### src/rtl/cdma_pkg.sv
package cdma_pkg;
  typedef enum logic [2:0] {
    S_IDLE, S_HDR, S_WAIT, S_XFER, S_LINK, S_CHK
  } cstate_t;

  // Scan-control pair from a table header: [1] chain, [0] suppress interrupt
  typedef struct packed {
    logic chain;
    logic quiet;
  } scan_t;
endpackage

### src/rtl/cdma_car.sv
module cdma_car #(
  parameter int AW = 16
) (
  input  logic          clk,
  input  logic          rst_n,
  input  logic          ld_start,
  input  logic [AW-1:0] start_val,
  input  logic          ld_link,
  input  logic [AW-1:0] link_val,
  input  logic          inc,
  output logic [AW-1:0] car_q
);
  logic [AW-1:0] car_d;

  always_comb begin
    car_d = car_q;
    if (ld_start)     car_d = start_val;
    else if (ld_link) car_d = link_val;
    else if (inc)     car_d = car_q + AW'(1);
  end

  always_ff @(posedge clk or negedge rst_n) begin
    if (!rst_n) car_q <= '0;
    else        car_q <= car_d;
  end
endmodule

### src/rtl/cdma_wcnt.sv
module cdma_wcnt #(
  parameter int CW = 14
) (
  input  logic          clk,
  input  logic          rst_n,
  input  logic          ld,
  input  logic [CW-1:0] ld_val,
  input  logic          dec,
  output logic [CW-1:0] cnt_q,
  output logic          last
);
  logic [CW-1:0] cnt_d;

  always_comb begin
    cnt_d = cnt_q;
    if (ld)       cnt_d = ld_val;
    else if (dec) cnt_d = cnt_q - CW'(1);
  end

  assign last = (cnt_q == CW'(1));

  always_ff @(posedge clk or negedge rst_n) begin
    if (!rst_n) cnt_q <= '0;
    else        cnt_q <= cnt_d;
  end
endmodule

### src/rtl/cdma_seq.sv
module cdma_seq
  import cdma_pkg::*;
#(
  parameter int AW = 16,
  parameter int DW = 16
) (
  input  logic          clk,
  input  logic          rst_n,
  input  logic          start,
  input  logic          start_dir,
  input  logic          stop,
  input  logic          mem_gnt,
  input  logic [DW-1:0] mem_rdata,
  input  logic          dev_rdy,
  input  logic [AW-1:0] car_q,
  input  logic          cnt_last,
  output logic          car_ld_start,
  output logic          car_ld_link,
  output logic          car_inc,
  output logic          cnt_ld,
  output logic          cnt_dec,
  output logic          mem_req,
  output logic          mem_we,
  output logic          busy,
  output logic          dir_q,
  output scan_t         sc_q,
  output logic          sc_valid,
  output logic          irq,
  output logic          strobe,
  output logic          err_q,
  output logic [DW-1:0] rbuf_q
);
  localparam int CW = DW - 2;

  cstate_t       state_q, state_d;
  scan_t         hdr_sc, end_sc;
  logic          hdr_zero, self_ok, end_now;
  logic          sc_ld_en, xfer_ok, err_set, irq_d;
  logic [AW-1:0] car_nx;

  assign hdr_sc   = scan_t'(mem_rdata[DW-1:DW-2]);
  assign hdr_zero = (mem_rdata[CW-1:0] == '0);
  assign car_nx   = car_q + AW'(1);
  assign self_ok  = (mem_rdata == DW'(car_nx));

  always_comb begin
    state_d      = state_q;
    car_ld_start = 1'b0;
    car_ld_link  = 1'b0;
    car_inc      = 1'b0;
    cnt_ld       = 1'b0;
    cnt_dec      = 1'b0;
    sc_ld_en     = 1'b0;
    xfer_ok      = 1'b0;
    err_set      = 1'b0;
    end_now      = 1'b0;
    end_sc       = sc_q;
    unique case (state_q)
      S_IDLE: if (start) begin
        car_ld_start = 1'b1;
        state_d      = S_HDR;
      end
      S_HDR: if (mem_gnt) begin
        car_inc  = 1'b1;
        cnt_ld   = 1'b1;
        sc_ld_en = 1'b1;
        if (hdr_zero) begin
          end_now = 1'b1;
          end_sc  = hdr_sc;
        end else begin
          state_d = S_WAIT;
        end
      end
      S_WAIT: if (dev_rdy) state_d = S_XFER;
      S_XFER: if (mem_gnt) begin
        car_inc = 1'b1;
        cnt_dec = 1'b1;
        xfer_ok = 1'b1;
        if (cnt_last) end_now = 1'b1;
        else          state_d = S_WAIT;
      end
      S_LINK: if (mem_gnt) begin
        car_ld_link = 1'b1;
        state_d     = S_CHK;
      end
      S_CHK: if (mem_gnt) begin
        car_inc = 1'b1;
        if (self_ok) begin
          state_d = S_HDR;
        end else begin
          err_set = 1'b1;
          state_d = S_IDLE;
        end
      end
      default: state_d = S_IDLE;
    endcase
    if (end_now) state_d = end_sc.chain ? S_LINK : S_IDLE;
    irq_d = end_now && !end_sc.quiet;
    if (stop) begin
      state_d      = S_IDLE;
      car_ld_start = 1'b0;
      car_ld_link  = 1'b0;
      car_inc      = 1'b0;
      cnt_ld       = 1'b0;
      cnt_dec      = 1'b0;
      sc_ld_en     = 1'b0;
      xfer_ok      = 1'b0;
      err_set      = 1'b0;
      irq_d        = 1'b0;
    end
  end

  assign busy    = (state_q != S_IDLE);
  assign mem_req = (state_q == S_HDR) || (state_q == S_XFER) ||
                   (state_q == S_LINK) || (state_q == S_CHK);
  assign mem_we  = (state_q == S_XFER) && dir_q;

  always_ff @(posedge clk or negedge rst_n) begin
    if (!rst_n) begin
      state_q  <= S_IDLE;
      dir_q    <= 1'b0;
      sc_q     <= '0;
      err_q    <= 1'b0;
      irq      <= 1'b0;
      strobe   <= 1'b0;
      sc_valid <= 1'b0;
      rbuf_q   <= '0;
    end else begin
      state_q  <= state_d;
      irq      <= irq_d;
      strobe   <= xfer_ok;
      sc_valid <= sc_ld_en;
      if (car_ld_start) dir_q <= start_dir;
      if (sc_ld_en)     sc_q  <= hdr_sc;
      if (car_ld_start) err_q <= 1'b0;
      else if (err_set) err_q <= 1'b1;
      if (xfer_ok && !dir_q) rbuf_q <= mem_rdata;
    end
  end
endmodule

### src/rtl/chain_dma_chan.sv
module chain_dma_chan
  import cdma_pkg::*;
#(
  parameter int AW = 16,
  parameter int DW = 16
) (
  input  logic          clk,
  input  logic          rst_n,
  input  logic          start,
  input  logic [AW-1:0] start_addr,
  input  logic          start_dir,
  input  logic          stop,
  output logic          mem_req,
  output logic          mem_we,
  output logic [AW-1:0] mem_addr,
  output logic [DW-1:0] mem_wdata,
  input  logic          mem_gnt,
  input  logic [DW-1:0] mem_rdata,
  input  logic          dev_rdy,
  input  logic [DW-1:0] dev_wdata,
  output logic [DW-1:0] dev_rdata,
  output logic          dev_strobe,
  output logic [1:0]    sc_out,
  output logic          sc_valid,
  output logic          irq,
  output logic          chk_err,
  output logic          busy
);
  localparam int CW = DW - 2;

  logic [1:0]    rs_q;
  logic          rst_sync_n;
  logic [AW-1:0] car_q;
  logic [CW-1:0] cnt_q;
  logic          cnt_last, dir_q;
  logic          car_ld_start, car_ld_link, car_inc, cnt_ld, cnt_dec;
  scan_t         sc_q;

  always_ff @(posedge clk or negedge rst_n) begin
    if (!rst_n) rs_q <= 2'b00;
    else        rs_q <= {rs_q[0], 1'b1};
  end
  assign rst_sync_n = rs_q[1];

  cdma_seq #(.AW(AW), .DW(DW)) u_seq (
    .clk(clk), .rst_n(rst_sync_n), .start(start), .start_dir(start_dir),
    .stop(stop), .mem_gnt(mem_gnt), .mem_rdata(mem_rdata), .dev_rdy(dev_rdy),
    .car_q(car_q), .cnt_last(cnt_last), .car_ld_start(car_ld_start),
    .car_ld_link(car_ld_link), .car_inc(car_inc), .cnt_ld(cnt_ld),
    .cnt_dec(cnt_dec), .mem_req(mem_req), .mem_we(mem_we), .busy(busy),
    .dir_q(dir_q), .sc_q(sc_q), .sc_valid(sc_valid), .irq(irq),
    .strobe(dev_strobe), .err_q(chk_err), .rbuf_q(dev_rdata)
  );

  cdma_car #(.AW(AW)) u_car (
    .clk(clk), .rst_n(rst_sync_n), .ld_start(car_ld_start),
    .start_val(start_addr), .ld_link(car_ld_link),
    .link_val(mem_rdata[AW-1:0]), .inc(car_inc), .car_q(car_q)
  );

  cdma_wcnt #(.CW(CW)) u_cnt (
    .clk(clk), .rst_n(rst_sync_n), .ld(cnt_ld), .ld_val(mem_rdata[CW-1:0]),
    .dec(cnt_dec), .cnt_q(cnt_q), .last(cnt_last)
  );

  assign mem_addr  = car_q;
  assign mem_wdata = dev_wdata;
  assign sc_out    = sc_q;
endmodule

### config.mk
export PLATFORM = sky130hd
export DESIGN_NAME = chain_dma_chan
export DESIGN_NICKNAME = d
export VERILOG_FILES = /design/src/rtl/cdma_pkg.sv /design/src/rtl/cdma_car.sv /design/src/rtl/cdma_wcnt.sv /design/src/rtl/cdma_seq.sv /design/src/rtl/chain_dma_chan.sv
export SDC_FILE = /design/constraint.sdc
export NUM_CORES = 1
export LEC_CHECK = 0
export ABC_AREA = 1
export CAP_MARGIN = 15
export CORE_UTILIZATION = 45
export DETAILED_ROUTE_END_ITERATION = 8
export PLACE_DENSITY_LB_ADDON = 0.2
export SYNTH_ARGS = -nofsm -noshare
export SYNTH_HDL_FRONTEND = slang
export SYNTH_HIERARCHICAL = 1
export SYNTH_SLANG_ARGS = --single-unit
### constraint.sdc
create_clock -name clk -period 1.8 [get_ports clk]
set_clock_uncertainty 0.05 [all_clocks]
set_input_delay 0.36 -clock clk [delete_from_list [all_inputs] [get_ports clk]]
set_output_delay 0.36 -clock clk [all_outputs]
set_load 0.02 [all_outputs]
==> flow_metrics.env <==
export IMPL_status="finished, violations left"
export IMPL_violations="setup timing"
export IMPL_netlist_area_leader_share_pct=33.4
export IMPL_synth_distinct_cells=37
export IMPL_rsz0062_at_grt="yes"
export IMPL_die_area_um2=10100
export IMPL_io_buffers=79
export IMPL_final_common_cell="nand2_1"
export IMPL_peakVddDrop_mv=0.727
export IMPL_ios=112
export IMPL_cp_required_ps=1990
export IMPL_cts_max_path_buffers=2
export IMPL_worst_slack_ps=-5.40
export IMPL_fp_row_count=35
export IMPL_setup_viol=1
export IMPL_clkTransAtPathRegs_ps=70
export IMPL_via_per_inst=5.21
export IMPL_synthTopCellsByArea="dfrtp_1 33%, nand2_1 18%, inv_1 7.9%, nor2_1 6.5%, nand3_1 6.3%"
export IMPL_core_area_um2=9280
export IMPL_ys_seq_area_share_pct=33.4
export IMPL_p_total_w=0.00922
export IMPL_syn_inst=668
export IMPL_antennaDiodeCount=0
export IMPL_gr_total_overflow=0
export IMPL_powerDensity_nw_per_um2=1450
export IMPL_async_flop_share_pct=100
export IMPL_vias=5042
export IMPL_hold_viol_final=0
export IMPL_gp_congestion=0.934
export IMPL_drc_errors=0
export IMPL_finalNetCount=893
export IMPL_max_stage_delay_ps=430
export IMPL_min_period_over_period_pct=100
export IMPL_maxCapViolations=0
export IMPL_drt_initial_drc_count=298
export IMPL_route_antenna_remaining_nets=0
export IMPL_insertion_delay_ps=350
export IMPL_htreeDepth=3
export IMPL_holdBufCountCts=0
export IMPL_p_leak_nw=3.15
export IMPL_synth_fp_nets=727
export IMPL_place_area_um2=5860
export IMPL_clockRootBuffer="clkbuf_8"
export IMPL_grt_max_degree=57
export IMPL_drive_above_1_share_pct=26.0
export IMPL_die_y_um=100
export IMPL_hp_class="in2async"
export IMPL_avgRoutedWirePerCell_um=15.0
export IMPL_period_needed_ps=1810
export IMPL_grtUsageTotal_pct=29.1
export IMPL_synth_seq_cells=58
export IMPL_synth_edf_count=0
export IMPL_grt_pass1_wl_mm=22.6
export IMPL_totalWireLength_mm=14.5
export IMPL_syn_area_um2=4350
export IMPL_hpwlAfterDp_mm=10.8
export IMPL_cp_slowest_cell="dfrtp_2"
export IMPL_syn_to_final_growth_pct=46.1
export IMPL_initial_core_util_pct=46.8
export IMPL_fin_area_um2=6350
export IMPL_end_kind="register"
export IMPL_crit_type="reg2reg"
export IMPL_worst_path_max_fanout=4
export IMPL_cts_sinks=58
export IMPL_yosysWarnings=6
export IMPL_worstSetupStartpointType="register"
export IMPL_pre_cts_ws_ps=-544
export IMPL_fp_dieW_um=100
export IMPL_grt_pass1_vias=4819
export IMPL_final_cell_mix="197 x nand2_1, 97 x buf_4, 81 x inv_1"
export IMPL_antenna_found_initial=0
export IMPL_cp_cell_sequence="ha_4 > inv_2 > nand2_2 > nand3_2 > nand2_1 > nor2_1 > nand3_1 > nor2_1 > nand3_1 > nor2_1 > nand2_1 > nand2_1 > a21oi_1"
export IMPL_max_freq_ghz=0.554
export IMPL_dominantRegCellSynth="dfrtp_1"
export IMPL_cts_tree="yes"
export IMPL_syn_area_per_cell_um2=6.51
export IMPL_yosysTopAreaCell="dfrtp_1"
export IMPL_firstDrtPassIters=5
export IMPL_drv_slew=0
export IMPL_numCtsBuffers=9
export IMPL_critPathArrivalTime_ps=2000
export IMPL_setup_tns_ps=-5.40
==> Yosys cell counts, types with 2 or more instances <==
cell type and n:
o22ai_1 3, o21ai_1 14, inv_1 91, nand4_1 15, o211ai_1 7, inv_2 8
nand2_2 8, nor3b_1 2, nand2_1 203, mux2_4 2, nand3_1 55, xnor2_1 2
nor3_1 5, o21ai_0 27, nor2_4 8, buf_4 20, nor2_2 13, nor2_1 75
ha_1 4, buf_2 5, dfrtp_1 58, clkbuf_1 2, a22oi_1 9, a21oi_1 12
o21bai_1 2, xor2_1 7
==> cell type report <==
type	count	area, µm²
fillers	824	2930
multi-input cells	482	2530
repair buffers	183	1590
flip-flops and latches	58	1460
inverters	99	387
well taps	129	161
clock buffers	10	128
clock inverters	6	90.1
repair inverters	1	6.26
==> cells by family after synthesis <==
| group | after synthesis | share of synthesized area [%] |
|---|---|---|
| compound gates | 78 | 10.4 |
| simple gates | 387 | 39.0 |
| buf+inv | 128 | 13.1 |
| fa+ha+maj | 4 | 1.15 |
| other cells | 1 | 0.0863 |
| mux | 3 | 0.950 |
| flops | 58 | 33.4 |
| xor+xnor | 9 | 1.81 |
==> metal layers <==
layer / global-route usage, % / share of wire (%) / wire, µm / up-vias
met1: 36.5 / 42 / 6080 / 2353
li1: - / - / - / 2431
met2: 50.1 / 49 / 7060 / 219
met4: 11.5 / 3.2 / 464 / 0
met5: 0 / 0 / 0 / -
met3: 4.67 / 6.3 / 910 / 39
==> stage by stage <==
step           hold slack [ps]  utilization, %  cells
2_1_floorplan             14.4               -    668
3_3_place_gp               229            63.1    943
3_5_place_dp               239            63.1    943
4_1_cts                    108            66.1    962
5_1_grt                    106            68.4    968
6_report                   110            68.4    968
==> registers in the layout, summed over array words and instances, names as in the netlist <==
| signal | flops |
|---|---|
| u_seq/dir_q | 1 |
| u_seq/state_q | 3 |
| u_cnt/cnt_q | 14 |
| u_seq/strobe | 1 |
| u_seq/sc_valid | 1 |
| u_seq/err_q | 1 |
| u_seq/rbuf_q | 16 |
| u_seq/irq | 1 |
| u_seq/sc_q | 2 |
| rs_q | 2 |
| u_car/car_q | 16 |
==> final timing paths <==
| path | end | from | slack, ps | depth (start not counted) |
|---|---|---|---|---|
| min in group clk | rs_q[1] | rs_q[0] | 310 | 0 |
| max in group asynchronous | u_cnt/cnt_q[7] | rs_q[1] | 1200 | 1 |
| min | rs_q[0] | rst_n | 110 | 1 |
| max | u_seq/err_q | u_car/car_q[1] | -5 | 13 |
| max reg2reg | u_seq/err_q | u_car/car_q[1] | -5 | 13 |
| min reg2reg | u_car/car_q[1] | rs_q[1] | 220 | 1 |
==> where the power goes <==
group	switching, W	internal, W	leakage, nW	total, W
Clock	0.000599	0.000785	0.107	0.00138
Sequential	0.000590	0.00186	0.739	0.00245
Combinational	0.00307	0.00231	2.31	0.00538
==> worst max-delay path: cells and delay by family, from the launching register on <==
kind,cells,cell delay [ps]
buf+inv,1,60
flops,1,430
fa+ha+maj,1,190
compound gates,1,50
simple gates,10,910
==> what timing repair did <==
item / CTS / global route
cloned: 0 / 1
setup endpoints to repair: 51 / 41
pin swaps: 11 / 17
resized for setup: 52 / 60
buffers inserted: 3 / 5
Note: power is estimated with default switching activity, not from simulation.
